$ cat src/rtl/intc_pkg.sv
package intc_pkg;

    typedef enum logic [1:0] {
        SRC_IDLE   = 2'd0,
        SRC_SINGLE = 2'd1,
        SRC_MULTI  = 2'd2
    } src_state_e;

    localparam int WORD_MASK   = 0;
    localparam int WORD_RAW    = 1;
    localparam int WORD_MASKED = 2;
    localparam int WORD_NMI    = 3;
    localparam int WORD_RSVD   = 4;

endpackage

$ cat src/rtl/intc_line_router.sv
module intc_line_router #(
    parameter int NUM_LINES = 32,
    parameter int NMI_LINES = 2
) (
    input  logic                 clk,
    input  logic                 rst_n,
    input  logic [NUM_LINES-1:0] lines,
    output logic [NUM_LINES-1:0] raw_d,
    output logic [NUM_LINES-1:0] raw_q,
    output logic [NUM_LINES-1:0] nmi_q,
    output logic                 nmi_out
);
    localparam int ORD_LINES = NUM_LINES - NMI_LINES;

    logic [NUM_LINES-1:0] nmi_d;
    logic                 unused_line0;

    assign unused_line0 = lines[0];

    // Ordinary line n lands on bit n-1; upper raw bits never set.
    for (genvar g = 0; g < NUM_LINES; g++) begin : g_route
        if (g < ORD_LINES - 1) begin : g_ord
            assign raw_d[g] = lines[g+1];
        end else begin : g_rzero
            assign raw_d[g] = 1'b0;
        end
        if (g >= ORD_LINES) begin : g_nmi
            assign nmi_d[g] = lines[g];
        end else begin : g_nzero
            assign nmi_d[g] = 1'b0;
        end
    end

    always_ff @(posedge clk) begin
        if (!rst_n) begin
            raw_q   <= '0;
            nmi_q   <= '0;
            nmi_out <= 1'b0;
        end else begin
            raw_q   <= raw_d;
            nmi_q   <= nmi_d;
            nmi_out <= |nmi_d;
        end
    end

endmodule

$ cat src/rtl/intc_regbank.sv
module intc_regbank #(
    parameter int DATA_W = 32,
    parameter int ADDR_W = 6
) (
    input  logic              clk,
    input  logic              rst_n,
    input  logic              wr_en,
    input  logic              rd_en,
    input  logic [ADDR_W-1:0] addr,
    input  logic [DATA_W-1:0] wdata,
    input  logic [DATA_W-1:0] raw_q,
    input  logic [DATA_W-1:0] nmi_q,
    output logic [DATA_W-1:0] mask_d,
    output logic [DATA_W-1:0] mask_q,
    output logic [DATA_W-1:0] rdata
);
    import intc_pkg::*;

    localparam int WORD_W = ADDR_W - 2;
    localparam logic [WORD_W-1:0] WD_MASK   = WORD_W'(WORD_MASK);
    localparam logic [WORD_W-1:0] WD_RAW    = WORD_W'(WORD_RAW);
    localparam logic [WORD_W-1:0] WD_MASKED = WORD_W'(WORD_MASKED);
    localparam logic [WORD_W-1:0] WD_NMI    = WORD_W'(WORD_NMI);

    logic [WORD_W-1:0] word;
    logic [1:0]        unused_byte;

    assign word        = addr[ADDR_W-1:2];
    assign unused_byte = addr[1:0];

    // Next mask seen by the encoder in the same cycle as the write.
    assign mask_d = (wr_en && word == WD_MASK) ? wdata : mask_q;

    always_ff @(posedge clk) begin
        if (!rst_n) begin
            mask_q <= '0;
        end else begin
            mask_q <= mask_d;
        end
    end

    always_ff @(posedge clk) begin
        if (!rst_n) begin
            rdata <= '0;
        end else if (rd_en) begin
            case (word)
                WD_MASK:   rdata <= mask_q;
                WD_RAW:    rdata <= raw_q;
                WD_MASKED: rdata <= raw_q & mask_q;
                WD_NMI:    rdata <= nmi_q;
                default:   rdata <= '0;
            endcase
        end
    end

endmodule

$ cat src/rtl/intc_vec_encoder.sv
module intc_vec_encoder #(
    parameter int                ENC_BITS  = 31,
    parameter int                VEC_W     = 8,
    parameter logic [VEC_W-1:0]  VEC_MULTI = 8'h30,
    parameter logic [VEC_W-1:0]  VEC_BASE  = 8'h31
) (
    input  logic                clk,
    input  logic                rst_n,
    input  logic [ENC_BITS-1:0] masked_d,
    output logic [VEC_W-1:0]    vec_q,
    output logic                irq
);
    import intc_pkg::*;

    localparam int IDX_W = (ENC_BITS > 1) ? $clog2(ENC_BITS) : 1;

    src_state_e         state_q, state_d;
    logic               seen, multi;
    logic [IDX_W-1:0]   idx;
    logic [VEC_W-1:0]   vec_d;

    // Scan: remember the first set bit, flag any second one.
    always_comb begin
        seen  = 1'b0;
        multi = 1'b0;
        idx   = '0;
        for (int i = 0; i < ENC_BITS; i++) begin
            if (masked_d[i]) begin
                if (seen) begin
                    multi = 1'b1;
                end else begin
                    seen = 1'b1;
                    idx  = IDX_W'(i);
                end
            end
        end
    end

    // Next-state: raise / burst / pile-up / drain / clear.
    always_comb begin
        if (multi) begin
            state_d = SRC_MULTI;
        end else if (seen) begin
            state_d = SRC_SINGLE;
        end else begin
            state_d = SRC_IDLE;
        end
    end

    always_ff @(posedge clk) begin
        if (!rst_n) begin
            state_q <= SRC_IDLE;
        end else begin
            state_q <= state_d;
        end
    end

    always_comb begin
        unique case (state_d)
            SRC_IDLE:   vec_d = '0;
            SRC_SINGLE: vec_d = VEC_BASE + VEC_W'(idx);
            SRC_MULTI:  vec_d = VEC_MULTI;
            default:    vec_d = '0;
        endcase
    end

    always_ff @(posedge clk) begin
        if (!rst_n) begin
            vec_q <= '0;
        end else begin
            vec_q <= vec_d;
        end
    end

    assign irq = (state_q != SRC_IDLE);

endmodule

$ cat src/rtl/masked_vec_intc.sv
module masked_vec_intc #(
    parameter int               NUM_LINES = 32,
    parameter int               NMI_LINES = 2,
    parameter int               ADDR_W    = 6,
    parameter int               VEC_W     = 8,
    parameter logic [VEC_W-1:0] VEC_MULTI = 8'h30,
    parameter logic [VEC_W-1:0] VEC_BASE  = 8'h31
) (
    input  logic                 clk,
    input  logic                 rst_n,
    input  logic                 bus_wr,
    input  logic                 bus_rd,
    input  logic [ADDR_W-1:0]    bus_addr,
    input  logic [NUM_LINES-1:0] bus_wdata,
    output logic [NUM_LINES-1:0] bus_rdata,
    input  logic [NUM_LINES-1:0] irq_lines,
    output logic                 cpu_irq,
    output logic [VEC_W-1:0]     cpu_vector,
    output logic                 cpu_nmi
);
    localparam int DATA_W   = NUM_LINES;
    localparam int ENC_BITS = NUM_LINES - 1;

    logic [DATA_W-1:0] raw_d, raw_q, nmi_q;
    logic [DATA_W-1:0] mask_d, mask_q;
    logic [DATA_W-1:0] masked_d;
    logic              unused_msb;

    assign masked_d   = raw_d & mask_d;
    assign unused_msb = masked_d[DATA_W-1];

    intc_line_router #(
        .NUM_LINES (NUM_LINES),
        .NMI_LINES (NMI_LINES)
    ) u_router (
        .clk     (clk),
        .rst_n   (rst_n),
        .lines   (irq_lines),
        .raw_d   (raw_d),
        .raw_q   (raw_q),
        .nmi_q   (nmi_q),
        .nmi_out (cpu_nmi)
    );

    intc_regbank #(
        .DATA_W (DATA_W),
        .ADDR_W (ADDR_W)
    ) u_regs (
        .clk    (clk),
        .rst_n  (rst_n),
        .wr_en  (bus_wr),
        .rd_en  (bus_rd),
        .addr   (bus_addr),
        .wdata  (bus_wdata),
        .raw_q  (raw_q),
        .nmi_q  (nmi_q),
        .mask_d (mask_d),
        .mask_q (mask_q),
        .rdata  (bus_rdata)
    );

    intc_vec_encoder #(
        .ENC_BITS  (ENC_BITS),
        .VEC_W     (VEC_W),
        .VEC_MULTI (VEC_MULTI),
        .VEC_BASE  (VEC_BASE)
    ) u_enc (
        .clk      (clk),
        .rst_n    (rst_n),
        .masked_d (masked_d[ENC_BITS-1:0]),
        .vec_q    (cpu_vector),
        .irq      (cpu_irq)
    );

endmodule

$ cat config.mk
export PLATFORM = sky130hd
export DESIGN_NAME = masked_vec_intc
export DESIGN_NICKNAME = d
export VERILOG_FILES = /design/src/rtl/intc_pkg.sv /design/src/rtl/intc_line_router.sv /design/src/rtl/intc_regbank.sv /design/src/rtl/intc_vec_encoder.sv /design/src/rtl/masked_vec_intc.sv
export SDC_FILE = /design/constraint.sdc
export NUM_CORES = 1
export LEC_CHECK = 0
export ABC_AREA = 1
export BUFFER_PORTS_ARGS = -buffer_cell sky130_fd_sc_hd__buf_4
export CORE_UTILIZATION = 28
export DETAILED_ROUTE_END_ITERATION = 8
export PLACE_DENSITY = 0.53
export SYNTH_ARGS = -nofsm -noshare
export SYNTH_HDL_FRONTEND = slang
export SYNTH_HIERARCHICAL = 1
export SYNTH_SLANG_ARGS = --single-unit
$ cat constraint.sdc
create_clock -name clk -period 5.92 [get_ports clk]
set_input_delay 1.184 -clock clk [delete_from_list [all_inputs] [get_ports clk]]
set_output_delay 1.184 -clock clk [all_outputs]
set_load 0.02 [all_outputs]
==> results of run 1 <==
-- area by class of cell --
class | instances | area, sq um | share of cell area (%)
timing repair buffer | 115 | 863 | 11.3
clock buffer | 9 | 225 | 2.94
tap | 319 | 399 | 5.21
clock inverter | 7 | 63.8 | 0.833
inverter | 175 | 657 | 8.58
multi-input combinational | 699 | 3350 | 43.7
antenna | 1 | 2.50 | 0.0327
sequential | 105 | 2100 | 27.4
-- cells in the final DEF, fill, tap and decap left out, drive strengths merged, types with 2 or more instances in the layout --
| master | count |
|---|---|
| nand4 | 11 |
| nor3 | 3 |
| nor2 | 70 |
| nand3 | 119 |
| a21oi | 45 |
| dfxtp | 105 |
| conb | 36 |
| nand2 | 286 |
| o211ai | 4 |
| or2 | 2 |
| inv | 178 |
| clkbuf | 9 |
| clkinvlp | 4 |
| o21ai | 77 |
| nand3b | 33 |
| buf | 115 |
| o22ai | 3 |
-- flip-flops by register name, indices dropped and copies added, names as in the netlist --
signal            flops
u_regs/mask_q        32
u_regs/rdata         32
u_router/raw_q       29
u_enc/vec_q           7
u_enc/state_q         2
u_router/nmi_q        2
u_router/nmi_out      1
-- worst register-to-register path: cells and delay by family (launching register included) --
| family | cells | cell delay [ns] |
|---|---|---|
| adders and majority gates | 1 | 0.21 |
| DFF | 1 | 0.33 |
| and+or+nand+nor | 22 | 2.42 |
| AOI/OAI and AO/OA | 1 | 0.12 |
| buffers and inverters | 5 | 0.34 |
-- worst paths after layout --
path / cells past startpoint / to / slack (ns) / start
worst min register to register: 2 / u_regs/rdata[1] / 0.47 / u_regs/rdata[1]
worst max-delay path: 30 / u_enc/vec_q[4] / 1.05 / bus_addr[3]
worst max register to register: 29 / u_enc/vec_q[4] / 2.40 / u_regs/mask_q[0]
worst min-delay path: 2 / u_regs/rdata[1] / 0.47 / u_regs/rdata[1]
-- metrics by stage --
stage / cell area (sq um) / total power, mW / hold WS (ns)
3_3_place_gp: 7370 / 1.12 / 0.454
6_report: 7660 / 1.70 / 0.468
2_1_floorplan: 6920 / 1.04 / 0.525
4_1_cts: 7660 / 1.72 / 0.468
5_1_grt: 7660 / 1.79 / 0.487
3_5_place_dp: 7370 / 1.12 / 0.456
-- routing by layer --
layer	track usage (%)	vias up	share of wire, %
met5	0	-	0
met4	4.16	0	0.79
met3	2.22	9	3.5
met2	22.9	106	43
met1	20.6	2610	52
li1	-	3317	-
-- power by group --
| group | total, mW | switching, mW | internal [mW] |
|---|---|---|---|
| Sequential | 0.753 | 0.0141 | 0.739 |
| Clock | 0.592 | 0.297 | 0.295 |
| Combinational | 0.352 | 0.225 | 0.127 |
| Total | 1.70 | 0.536 | 1.16 |
==> impl_metrics.ini, run 1 <==
[critical_path]
slowest_stage = nand3_4
critPathArrivalTime_ns = 5.11
cp_common_cell = nand2_1
critPathLaunchType = input port
cp.required_ns = 6.17
critical_path_class = input port to flop
worstSetupEndpointType = flop
cp_max_fo = 42
slowest_delay_ns = 0.40
path_buf_inv = 5
critical-path-top-delay-family = simple AND/OR/NAND/NOR gates

[floorplan]
die_area_sq_um = 24900
num_rows = 56
die_w_um = 158
die_h_um = 158
core-area_sq_um = 23600
start_util_pct = 28.7
ios = 116

[drt]
wl_um = 18100
vias_per_cell = 4.23
first_pass_iters = 5
wl_per_cell_um = 12.7
first_iter_violations = 389
ant_nets = 0
drc = 0
vias = 6042

[clock_tree]
clkTransAtPathRegs_ns = 0.07
clock_sinks = 105
ctsLongestPathBuffers = 2
cts_hold_buffers = 0
clock_latency_ns = 0.35
cts-root-buf = clkbuf_16
cts_setup_buffers = 0
cts_buffers = 9
cts-resized-gates = 0
cts_tree = yes
htreeDepth = 3

[timing]
finalCritPeriodShare_pct = 82.2
maxSlewViolCount = 0
rsz0062_at_grt = false
worst_slew_pin_slew_ns = 1.18
hold_violations = 0
period_needed_ns = 4.87
setup_tns_ns = 0
slew_headroom_pct = 21.4
fin_skew_ns = 0.00625
setup_viol = 0
fmax_mhz = 205
fin_ws_ns = 1.05

[finish]
drive_gt1_share_pct = 14.7
final_cells = 1430
post-route-util_pct = 32.4
syn2layout_area_growth_pct = 12.8
nNetsFinal = 1180
fillers = 2629

[power]
p_leak_nw = 4.21
peakVddDrop_v = 0.000121
power.density_nw_per_um2 = 221

[global_routing]
antenna_found_initial = 1
gr-usage-all-layers_pct = 14.7
grt-ovfl-total = 0
grt_max_degree = 129
grt_pass1_wl_um = 28200
grt_pass1_vias = 5352

[yosys]
syn_area_per_cell_sq_um = 6.42
ys.warnings.count = 6
syn_area_sq_um = 6790
syn_inst = 1057

[min_path]
hold_path.class = flop to flop

[placement]
dp_slack_ns = 0.659
routabilityCongestion = 0.791
portBuffers = 111
hpwl_um = 13000
post-place-cells = 1413

[status]
outcome = finished, final reports clean

[job]
maxCapViolCount = 0
No activity file was read; power rests on OpenSTA's default activity.
==> run 2: changes to the inputs <==
Clock period 5.92 ns to 4.9 ns, I/O delays scaled along.
==> run 2 against run 1 <==
First-iteration DRC count is 7.7% higher; clock skew is 0.0093 ns higher; final area is 1.6% higher; combinational power is 25% higher; critical path depth is 4 lower; sequential share of layout area is 0.44 points lower; utilization is 0.52 points higher; final cell count is 0.77% higher; register-to-register slack worse by 0.84 ns; non-clock buffer count is 10 higher; wire length is 1.6% higher; critical path type unchanged; highest routed layer unchanged.
==> impl_metrics.ini, run 2 (same netlist as run 1, synthesis figures left out) <==
[floorplan]
core-area_sq_um = 23600
ios = 116
die_w_um = 158
die_area_sq_um = 24900
num_rows = 56
start_util_pct = 28.7
die_h_um = 158

[timing]
slew_headroom_pct = 38.4
rsz0062_at_grt = false
hold_violations = 0
period_needed_ns = 4.26
fmax_mhz = 235
fin_ws_ns = 0.636
finalCritPeriodShare_pct = 87.0
fin_skew_ns = 0.0156
maxSlewViolCount = 0
worst_hold_slack_ns = 0.466
setup_tns_ns = 0
setup_viol = 0
worst_slew_pin_slew_ns = 0.924

[placement]
hpwl_um = 13400
postPlaceCellArea_sq_um = 7440
routabilityCongestion = 0.813
portBuffers = 111
dp_slack_ns = 0.265

[power]
p_leak_nw = 4.28
swShare_pct = 29.7
power_switching_uw = 646
peakVddDrop_v = 0.000158
seq_power_share_pct = 41.9
p_comb_share_pct = 20.3
p_int_mw = 1.53
power.density_nw_per_um2 = 279
p_clk_share_pct = 37.8

[drt]
wl_um = 18400
vias_per_cell = 4.19
first_iter_violations = 419
first_pass_iters = 5
wl_per_cell_um = 12.8
ant_nets = 0
vias = 6037
drc = 0

[critical_path]
slowest_delay_ns = 0.37
worstSetupEndpointType = flop
r2r_cells = 25
critical_path_class = input port to flop
cp_max_fo = 24
slowest_stage = nor3_1
cp_common_cell = nand2_1
cp.required_ns = 5.15
critPathLaunchType = input port
critPathArrivalTime_ns = 4.51

[finish]
drive_gt1_share_pct = 15.4
stdcell_area_sq_um = 7780
nNetsFinal = 1190
largestRegisters = u_regs/mask_q (32), u_regs/rdata (32), u_router/raw_q (29)
syn2layout_area_growth_pct = 14.7
layout_common_cells = nand2_1, inv_1, buf_4, nand3_1, dfxtp_1
final_common_cell = nand2_1

[clock_tree]
cts-resized-gates = 0
clock_latency_ns = 0.36
cts-root-buf = clkbuf_16
cts_setup_buffers = 0
cts_hold_buffers = 0
ctsLongestPathBuffers = 2
cts_buffers = 9
clock_sinks = 105
clkTransAtPathRegs_ns = 0.07
htreeDepth = 3
cts_tree = yes

[status]
outcome = finished, final reports clean

[global_routing]
grt-ovfl-total = 0
grt_max_degree = 86
antenna_found_initial = 2
gr-usage-all-layers_pct = 15.1
grt_pass1_wl_um = 29000
grt_pass1_vias = 5477

[min_path]
whs_path_depth = 2
hold_path.class = flop to flop

[job]
maxCapViolCount = 0
[run 2: per-stage QoR]
step,power (mW),instances,util [%]
after CTS,2.20,1439,32.9
final,2.17,1441,33.0
after global placement,1.37,1423,31.5
after detailed placement,1.37,1423,31.5
after global routing,2.29,1441,33.0
after floorplan,1.26,1091,-
[run 2: power by group through the flow]
stage | logic [mW] | registers, mW | clock network, mW
after CTS | 0.444 | 0.910 | 0.843
after global placement | 0.440 | 0.929 | 0
after detailed placement | 0.442 | 0.929 | 0
after floorplan | 0.309 | 0.948 | 0
after global routing | 0.494 | 0.915 | 0.880
final | 0.441 | 0.910 | 0.822
[run 2: path summary, 6_finish.rpt]
check	start	end	slack, ns
setup / recovery	bus_addr[3]	u_enc/vec_q[4]	0.64
hold / removal	u_regs/rdata[5]	u_regs/rdata[5]	0.47
setup reg to reg	u_regs/mask_q[6]	u_enc/vec_q[4]	1.56
hold reg to reg	u_regs/rdata[5]	u_regs/rdata[5]	0.47
[run 2: worst max-delay path: cells and delay by family]
kind,cells,cell delay (ns)
and+or+nand+nor,19,2.35
AOI/OAI and AO/OA,3,0.59
adders and majority gates,1,0.29
buffers and inverters,3,0.28
[run 2: final cells by class]
| class | instances | area (sq um) |
|---|---|---|
| fill | 2634 | 15800 |
| clock buffer | 10 | 239 |
| clock inverter | 6 | 96.3 |
| multi-input combinational | 699 | 3350 |
| inverter | 175 | 657 |
| antenna | 2 | 5.00 |
| timing repair buffer | 125 | 938 |
| sequential | 105 | 2100 |
| tap | 319 | 399 |
[run 2: routing by layer]
metal  part of all wire [%]  global-route usage, %  up-vias
met5                      0                      0        -
met4                    1.9                   4.58        0
met3                    3.4                   2.66       17
met2                     42                   22.2      100
met1                     53                   22.2     2598
li1                       -                      -     3322
